--- config.mk ---
export PLATFORM = sky130hd
export DESIGN_NAME = asym_cpwm
export DESIGN_NICKNAME = d
export VERILOG_FILES = /design/src/rtl/cpwm_pkg.sv /design/src/rtl/cpwm_shadow.sv /design/src/rtl/cpwm_seq.sv /design/src/rtl/cpwm_cmp.sv /design/src/rtl/asym_cpwm.sv
export SDC_FILE = /design/constraint.sdc
export NUM_CORES = 1
export LEC_CHECK = 0
export BUFFER_PORTS_ARGS = -buffer_cell sky130_fd_sc_hd__buf_4
export CAP_MARGIN = 20
export CORE_ASPECT_RATIO = 0.75
export CORE_MARGIN = 3
export CORE_UTILIZATION = 40
export CTS_CLUSTER_DIAMETER = 200
export DETAILED_ROUTE_END_ITERATION = 7
export MAX_ROUTING_LAYER = met4
export SYNTH_ARGS = -nofsm -noshare
export SYNTH_HDL_FRONTEND = slang
export SYNTH_SLANG_ARGS = --single-unit
--- constraint.sdc ---
create_clock -name clk -period 3.65 [get_ports clk]
set_input_delay 0 -clock clk [delete_from_list [all_inputs] [get_ports clk]]
set_output_delay 0 -clock clk [all_outputs]
set_load 0.005 [all_outputs]
--- src/rtl/cpwm_pkg.sv ---
package cpwm_pkg;
    typedef enum logic {
        DIR_UP   = 1'b0,
        DIR_DOWN = 1'b1
    } dir_e;

    typedef enum logic [1:0] {
        MODE_EDGE     = 2'b00,
        MODE_SYM      = 2'b01,
        MODE_ASYM     = 2'b10,
        MODE_ASYM_ALT = 2'b11
    } cmode_e;
endpackage

--- src/rtl/cpwm_shadow.sv ---
module cpwm_shadow
    import cpwm_pkg::*;
#(
    parameter int CW = 16
) (
    input  logic          clk,
    input  logic          rst_n,
    input  logic          load,
    input  logic [1:0]    mode_i,
    input  logic [CW-1:0] reload_i,
    input  logic [CW-1:0] cmp_up_i,
    input  logic [CW-1:0] cmp_dn_i,
    output cmode_e        mode_q,
    output logic [CW-1:0] reload_q,
    output logic [CW-1:0] cmp_up_q,
    output logic [CW-1:0] cmp_dn_q
);
    // Active-period copies, refreshed only on the edge entering zero
    always_ff @(posedge clk or negedge rst_n) begin
        if (!rst_n) begin
            mode_q   <= MODE_EDGE;
            reload_q <= '0;
            cmp_up_q <= '0;
            cmp_dn_q <= '0;
        end else if (load) begin
            mode_q   <= cmode_e'(mode_i);
            reload_q <= reload_i;
            cmp_up_q <= cmp_up_i;
            cmp_dn_q <= cmp_dn_i;
        end
    end
endmodule

--- src/rtl/cpwm_seq.sv ---
module cpwm_seq
    import cpwm_pkg::*;
#(
    parameter int CW = 16
) (
    input  logic          clk,
    input  logic          rst_n,
    input  logic          en,
    input  logic          center,
    input  logic [CW-1:0] reload,
    output logic [CW-1:0] cnt_q,
    output dir_e          state_q,
    output logic          at_zero_next
);
    localparam logic [CW-1:0] ONE = CW'(1);

    logic [CW-1:0] cnt_n;
    dir_e          state_n;

    // Next count and next direction state
    always_comb begin
        cnt_n = cnt_q;
        unique case (state_q)
            DIR_UP:   cnt_n = (cnt_q < reload) ? cnt_q + ONE : '0;
            DIR_DOWN: cnt_n = cnt_q - ONE;
        endcase
        if (!center)
            state_n = DIR_UP;
        else if (cnt_n == '0)
            state_n = DIR_UP;
        else if (cnt_n == reload)
            state_n = DIR_DOWN;
        else
            state_n = state_q;
    end

    // State register
    always_ff @(posedge clk or negedge rst_n) begin
        if (!rst_n) begin
            state_q <= DIR_UP;
            cnt_q   <= '0;
        end else if (en) begin
            state_q <= state_n;
            cnt_q   <= cnt_n;
        end
    end

    // Outputs of the sequencer
    always_comb begin
        at_zero_next = en && (cnt_n == '0);
    end
endmodule

--- src/rtl/cpwm_cmp.sv ---
module cpwm_cmp
    import cpwm_pkg::*;
#(
    parameter int CW = 16
) (
    input  cmode_e        mode,
    input  dir_e          dir,
    input  logic [CW-1:0] cnt,
    input  logic [CW-1:0] cmp_up,
    input  logic [CW-1:0] cmp_dn,
    output logic          oref
);
    logic [CW-1:0] thr;

    always_comb begin
        thr = cmp_up;
        unique case (mode)
            MODE_ASYM, MODE_ASYM_ALT: thr = (dir == DIR_DOWN) ? cmp_dn : cmp_up;
            MODE_EDGE, MODE_SYM:      thr = cmp_up;
        endcase
        oref = (cnt < thr);
    end
endmodule

--- src/rtl/asym_cpwm.sv ---
module asym_cpwm
    import cpwm_pkg::*;
#(
    parameter int CW = 16
) (
    input  logic          clk,
    input  logic          rst_n,
    input  logic          en,
    input  logic [1:0]    mode_i,
    input  logic [CW-1:0] reload_i,
    input  logic [CW-1:0] cmp_up_i,
    input  logic [CW-1:0] cmp_dn_i,
    output logic [CW-1:0] cnt_o,
    output logic          dir_o,
    output logic          oref_o
);
    cmode_e        mode_sh;
    logic [CW-1:0] rld_sh;
    logic [CW-1:0] cup_sh;
    logic [CW-1:0] cdn_sh;
    logic [CW-1:0] cnt;
    dir_e          state;
    logic          load;
    logic          center;

    assign center = (mode_sh != MODE_EDGE);

    cpwm_shadow #(.CW(CW)) u_shadow (
        .clk(clk), .rst_n(rst_n), .load(load),
        .mode_i(mode_i), .reload_i(reload_i),
        .cmp_up_i(cmp_up_i), .cmp_dn_i(cmp_dn_i),
        .mode_q(mode_sh), .reload_q(rld_sh),
        .cmp_up_q(cup_sh), .cmp_dn_q(cdn_sh)
    );

    cpwm_seq #(.CW(CW)) u_seq (
        .clk(clk), .rst_n(rst_n), .en(en), .center(center),
        .reload(rld_sh), .cnt_q(cnt), .state_q(state),
        .at_zero_next(load)
    );

    cpwm_cmp #(.CW(CW)) u_cmp (
        .mode(mode_sh), .dir(state), .cnt(cnt),
        .cmp_up(cup_sh), .cmp_dn(cdn_sh), .oref(oref_o)
    );

    assign cnt_o = cnt;
    assign dir_o = (state == DIR_DOWN);
endmodule

## Word level (Yosys, flattened, before mapping)

Index checks and enable logic that the tools add are counted.

| storage, ports and cells | value |
|---|---|
| flip-flop bits (word level) | 67 |
| input bits | 53 |
| word-level logic and storage cells | 30 |

| operators by class | value |
|---|---|
| $add $sub $neg | 2 |
| magnitude comparators | 2 |
| equal/unequal tests | 5 |
| mux-type cells | 7 |
| bitwise operators | 1 |
| reduce and logical (&&, ||, !) cells | 7 |

Operators with widths:

| operator | number |
|---|---|
| $pmux 16 s2 | 2 |
| $lt 16x16->1 | 2 |
| $mux 16 | 2 |
| $add 16x1->16 const B | 1 |
| $eq 16x16->1 | 1 |
| $logic_not 16->1 | 1 |
| $sub 16x1->16 const B | 1 |
| $eq 2x2->1 const B | 2 |
| $reduce_or 2->1 | 2 |
| $mux 1 | 3 |
| $ne 3x3->1 const B | 1 |
| $eq 2x1->1 const B | 1 |
| $logic_not 2->1 | 1 |
| $reduce_and 2->1 | 1 |
| $reduce_bool 2->1 | 1 |
| $logic_and 1x1->1 | 1 |
| $not 1->1 | 1 |

## Depth between registers and ports, before layout

| depth | value |
|---|---|
| word-level depth | 7 |
| mapped depth | 15 |
| mapped depth without buffers | 12 |

## Modules after synthesis

Synthesis repeated with hierarchy kept, for this count alone.

| second synthesis, totals | value |
|---|---|
| cell total of the unflattened synthesis | 481 |
| area total of the unflattened synthesis | 5009.8 um2 |

By module, submodules not included:

| module | times used | cells each | area each (um2) | seq. area each (um2) |
|---|---|---|---|---|
| cpwm_seq | 1 | 317 | 2387.3 | 425.4 |
| cpwm_shadow | 1 | 106 | 2113.3 | 1251.2 |
| cpwm_cmp | 1 | 57 | 503.0 | 0.0 |
| asym_cpwm | 1 | 1 | 6.3 | 0.0 |

## Worst setup path before layout

OpenSTA, ideal clock, no wires.

| timing path | value |
|---|---|
| kind | reg-to-reg |
| from | register u_seq.cnt_q[14] |
| to | register u_shadow.cmp_dn_q[0] |
| library setup time | 125 ps |
| arrival time | 3459 ps |
| required time | 3525 ps |
| setup slack | 66 ps |
| stages on the path, launching flop included | 15 |
| buffers on the path | 4 |
| path through | dfrtp_1 > ha_1 > nand4_1 > nor3_2 > or4b_1 > buf_6 > nand4_4 > buf_6 > nor2_1 > o32a_1 > or3_1 > or3_1 > buf_6 > buf_12 > mux2_4 |

| between the ends | value |
|---|---|
| word-level cells in the longest chain between the ends | 5 |

RTL lines:

| what | line | text |
|---|---|---|
| start: declaration | cpwm_seq.sv:11 | `output logic [CW-1:0] cnt_q,` |
| start signal: assignment | cpwm_seq.sv:44 | `cnt_q <= cnt_n;` |
| $add 16x1->16 or $lt 16x16->1 (tied branches) | cpwm_seq.sv:24 | `DIR_UP: cnt_n = (cnt_q < reload) ? cnt_q + ONE : '0;` |
| $mux 16 | cpwm_seq.sv:24 |  |
| $pmux 16 s2 (*) | cpwm_seq.sv:23 | `unique case (state_q)` |
| $logic_not 16->1 (*) | cpwm_seq.sv:50 | `at_zero_next = en && (cnt_n == '0);` |
| $logic_and 1x1->1 (*) | cpwm_seq.sv:50 |  |
| end signal: assignment | cpwm_shadow.sv:29 | `cmp_dn_q <= cmp_dn_i;` |
| end: declaration | cpwm_shadow.sv:16 | `output logic [CW-1:0] cmp_dn_q` |

Mark *: on every way between the ends. The rest lies on a longest branch, timed or not.
A chain may end at the register's enable or synchronous reset.

## Worst setup path in the final report

| timing path | value |
|---|---|
| from | register u_shadow.reload_q[9] |
| to | register u_shadow.cmp_up_q[8] |

| between the ends | value |
|---|---|
| word-level cells in the longest chain between the ends | 5 |

RTL lines:

| what | line | text |
|---|---|---|
| start: declaration | cpwm_shadow.sv:14 | `output logic [CW-1:0] reload_q,` |
| start signal: assignment | cpwm_shadow.sv:27 | `reload_q <= reload_i;` |
| $lt 16x16->1 | cpwm_seq.sv:24 |  |
| $mux 16 | cpwm_seq.sv:24 |  |
| $pmux 16 s2 | cpwm_seq.sv:23 |  |
| $logic_not 16->1 | cpwm_seq.sv:50 |  |
| $logic_and 1x1->1 | cpwm_seq.sv:50 |  |
| end signal: assignment | cpwm_shadow.sv:28 | `cmp_up_q <= cmp_up_i;` |
| end: declaration | cpwm_shadow.sv:15 | `output logic [CW-1:0] cmp_up_q,` |

No other way between the ends.

==> run_results.csv <==
group,metric,value,unit
critical_path,cp-startpoint,"u_shadow.reload_q[9]",
routing,drc,0,
die,die_area,0.0138,mm2
die,ioPinCount,71,
routing,wirelength,15.5,mm
clock_tree,cts_tree,"done",
routing,post_drt_via_cell_ratio,5.45,
placed_design,gp_congestion,0.874,
timing,period_share,0.989,
synth,synth_cell_types,72,
synth,syn_area,0.00495,mm2
clock_tree,htreeDepth,3,
critical_path,cp_num_buf_inv,2,
grt,antenna_found_initial,0,
routing,initialDrtViolationCount,550,
grt,grt_pass1_vias,4304,
critical_path,r2r-start,"u_shadow.reload_q[9]",
cells_and_area,drive_gt1_frac,0.376,
synth,synth_edf_count,0,
synth,yosysWarningCount,0,
critical_path,path_delay_family,"simple AND/OR/NAND/NOR gates",
synth,synthFlopType,"dfrtp_1",
worst_hold_path,hp-start,"en",
cells_and_area,area_delta_synth_final,42.3,%
grt,grt_first_pass_wirelength,23.6,mm
power,ir_drop,357,uV
routing,avgRoutedWirePerCell,18.9,um
worst_hold_path,hold_path.class,"in -> reg",
placed_design,hpwlAfterDp,10.3,mm
die,coreArea,0.0118,mm2
placed_design,io_buffer_count,70,
critical_path,crit_path_start_kind,"flop",
critical_path,cp_data_required_time,3.87,ns
timing,slew_headroom,0.417,
die,die_x,135,um
die,rows,34,
timing,hold_violations,0,
critical_path,worst_setup_path_end_kind,"flop",
cells_and_area,design_area,0.00705,mm2
worst_hold_path,holdPathEnd,"u_seq.cnt_q[13]",
synth,syn_nets,557,
clock_tree,cts-root-buf,"clkbuf_16",
timing,skew,0.00481,ns
grt,grtUsageTotal,0.229,
grt,overflow,0,
flow_run,cap_violations,0,
clock_tree,numCtsBuffers,9,
critical_path,crit_arrival,3.83,ns
timing,slew_viol_final,0,
cells_and_area,diodes,0,
die,initial_utilization,0.419,
cells_and_area,layout_common_cells,"142 x buf_4, 67 x dfrtp_1, 51 x mux2_4, 51 x dlygate4sd3_1, 32 x nand2_1",
critical_path,cp_slowest_cell,"or4b_4",
synth,avgSynthCellArea,10.5,um2
critical_path,crit_chain,"inv_1, ha_1, nand2_1, nor3_4, or4b_4, nand4_4, o21ai_1, mux2_4, or3_4, or3_4, clkbuf_16, mux2_4",
critical_path,r2r_slack,0.04,ns
clock_tree,cts.sinks,67,
routing,vias,4478,
power,p_leak,3.45,nW
grt,grt_max_degree,68,
die,dieHeight,102,um
routing,first_pass_iters,6,
critical_path,crit_cells,12,
clock_tree,insertion_delay,0.34,ns
routing,ant_nets,0,
timing,setup_viol,0,
synth,synthCells,472,
synth,ys_seq_area_frac,0.338,
critical_path,cp_max_fo,8,
clock_tree,clk_pin_slew,0.05,ns
worst_hold_path,min_path_cells,2,
synth,synth-seq-cells,67,
power,power-per-cell-area,760,mW/mm2
timing,fmax,0.277,GHz
power,finalPower,5.36,mW
cells_and_area,final_net_count,740,
critical_path,worstReg2RegEnd,"u_shadow.cmp_up_q[8]",
timing,rsz0062_at_grt,"true",
cells_and_area,n_fill_cell,997,
critical_path,ff2ff_path_depth,12,
placed_design,place_area,0.00594,mm2
timing,period_needed,3.61,ns
synth,ys_async_sr_fraction,1.00,
run_status,status,"finished clean",
cells_and_area,final_common_cell,"buf_4",
timing,worst_pin_slew,0.874,ns
critical_path,critPathMaxStageDelay,0.55,ns
clock_tree,clock_path_buffers,2,
critical_path,path_class,"reg -> reg",
[worst register-to-register path: cells and delay by family, from the launching register on]
kind            cells  cell delay [ns]
compound gates      1             0.10
fa+ha+maj           1             0.31
buf+inv             2             0.30
flops               1             0.34
mux                 2             0.58
simple gates        6             1.88
[sequential cells by signal, indices dropped and copies added (netlist names)]
signal             count
u_shadow.reload_q     16
u_shadow.cmp_dn_q     16
u_seq.cnt_q           16
u_shadow.mode_q        2
u_seq.state_q          1
u_shadow.cmp_up_q     16
[power by group]
part / leakage (nW) / internal [mW] / total, mW / switching, mW
sequential: 0.833 / 1.07 / 1.26 / 0.192
clock: 0.154 / 0.610 / 0.934 / 0.325
combinational: 2.46 / 1.69 / 3.16 / 1.48
total: 3.45 / 3.36 / 5.36 / 1.99
[cell type report]
class	count	area (um2)	area share
flip-flops and latches	67	1680	0.238
clock buffers	10	239	0.0339
clock inverters	5	77.6	0.0110
multi-input cells	352	3030	0.430
repair buffers	200	1730	0.245
well taps	162	203	0.0287
inverters	25	93.8	0.0133
[how the worst max path moves through the flow]
stage	end	slack [ns]
after detailed placement	u_shadow.cmp_dn_q[5]	-0.17
final	u_shadow.cmp_up_q[8]	0.04
after global routing	u_shadow.cmp_dn_q[10]	-0.07
after floorplan	u_shadow.cmp_dn_q[0]	0.07
after CTS	u_shadow.cmp_dn_q[5]	0.03
after global placement	u_shadow.reload_q[1]	-0.09
[cells by family after synthesis]
logic type / count (synthesis) / share of synthesized area
compound gates: 98 / 0.134
flops: 67 / 0.338
simple gates: 129 / 0.142
fa+ha+maj: 32 / 0.0808
buf+inv: 53 / 0.0705
xor+xnor: 20 / 0.0354
mux: 73 / 0.199
[what timing repair did]
action,CTS,global route
pin swaps,0,10
cloned,1,5
hold buffers,51,0
resized for setup,4,19
endpoints found under the hold margin,117,0
endpoints found under the setup margin,50,50
setup buffers,1,5
[synthesized netlist by cell type, types with 4 or more instances]
cell type | number | area (um2)
dfrtp_1 | 67 | 1680
mux2_4 | 50 | 751
nand2_1 | 33 | 124
ha_1 | 32 | 400
o21ai_0 | 29 | 145
inv_1 | 25 | 93.8
nor2_1 | 23 | 86.3
a21oi_1 | 22 | 110
mux2i_1 | 18 | 180
xnor2_1 | 17 | 149
clkbuf_1 | 14 | 52.6
nand4_1 | 12 | 75.1
nor3_1 | 10 | 50.1
nand3_1 | 8 | 40.0
nand2b_1 | 6 | 37.5
nor4_1 | 6 | 37.5
buf_12 | 5 | 100
mux2_2 | 5 | 56.3
o221ai_1 | 5 | 43.8
a41oi_1 | 4 | 35.0
clkbuf_8 | 4 | 55.1
o31ai_1 | 4 | 30.0
or3_1 | 4 | 25.0
[metal layers]
layer,vias to the layer above,track usage,routed length (um)
met4,0,0.0532,165
li1,2118,-,-
met1,2169,0.317,7540
met2,176,0.353,6950
met5,-,-,0
met3,15,0.0384,867
[stage by stage]
stage | utilization | instances | TNS (ns) | setup WS (ns) | hold slack [ns]
after floorplan | - | 472 | 0 | 0.0662 | -0.296
after global placement | 0.503 | 743 | -4.14 | -0.0880 | 0.159
after detailed placement | 0.503 | 743 | -7.90 | -0.168 | 0.175
after CTS | 0.577 | 811 | 0 | 0.0312 | 0.0766
after global routing | 0.596 | 821 | -2.62 | -0.0699 | 0.0898
final | 0.596 | 821 | 0 | 0.0386 | 0.0801
Power figures use the tool's default switching activity.
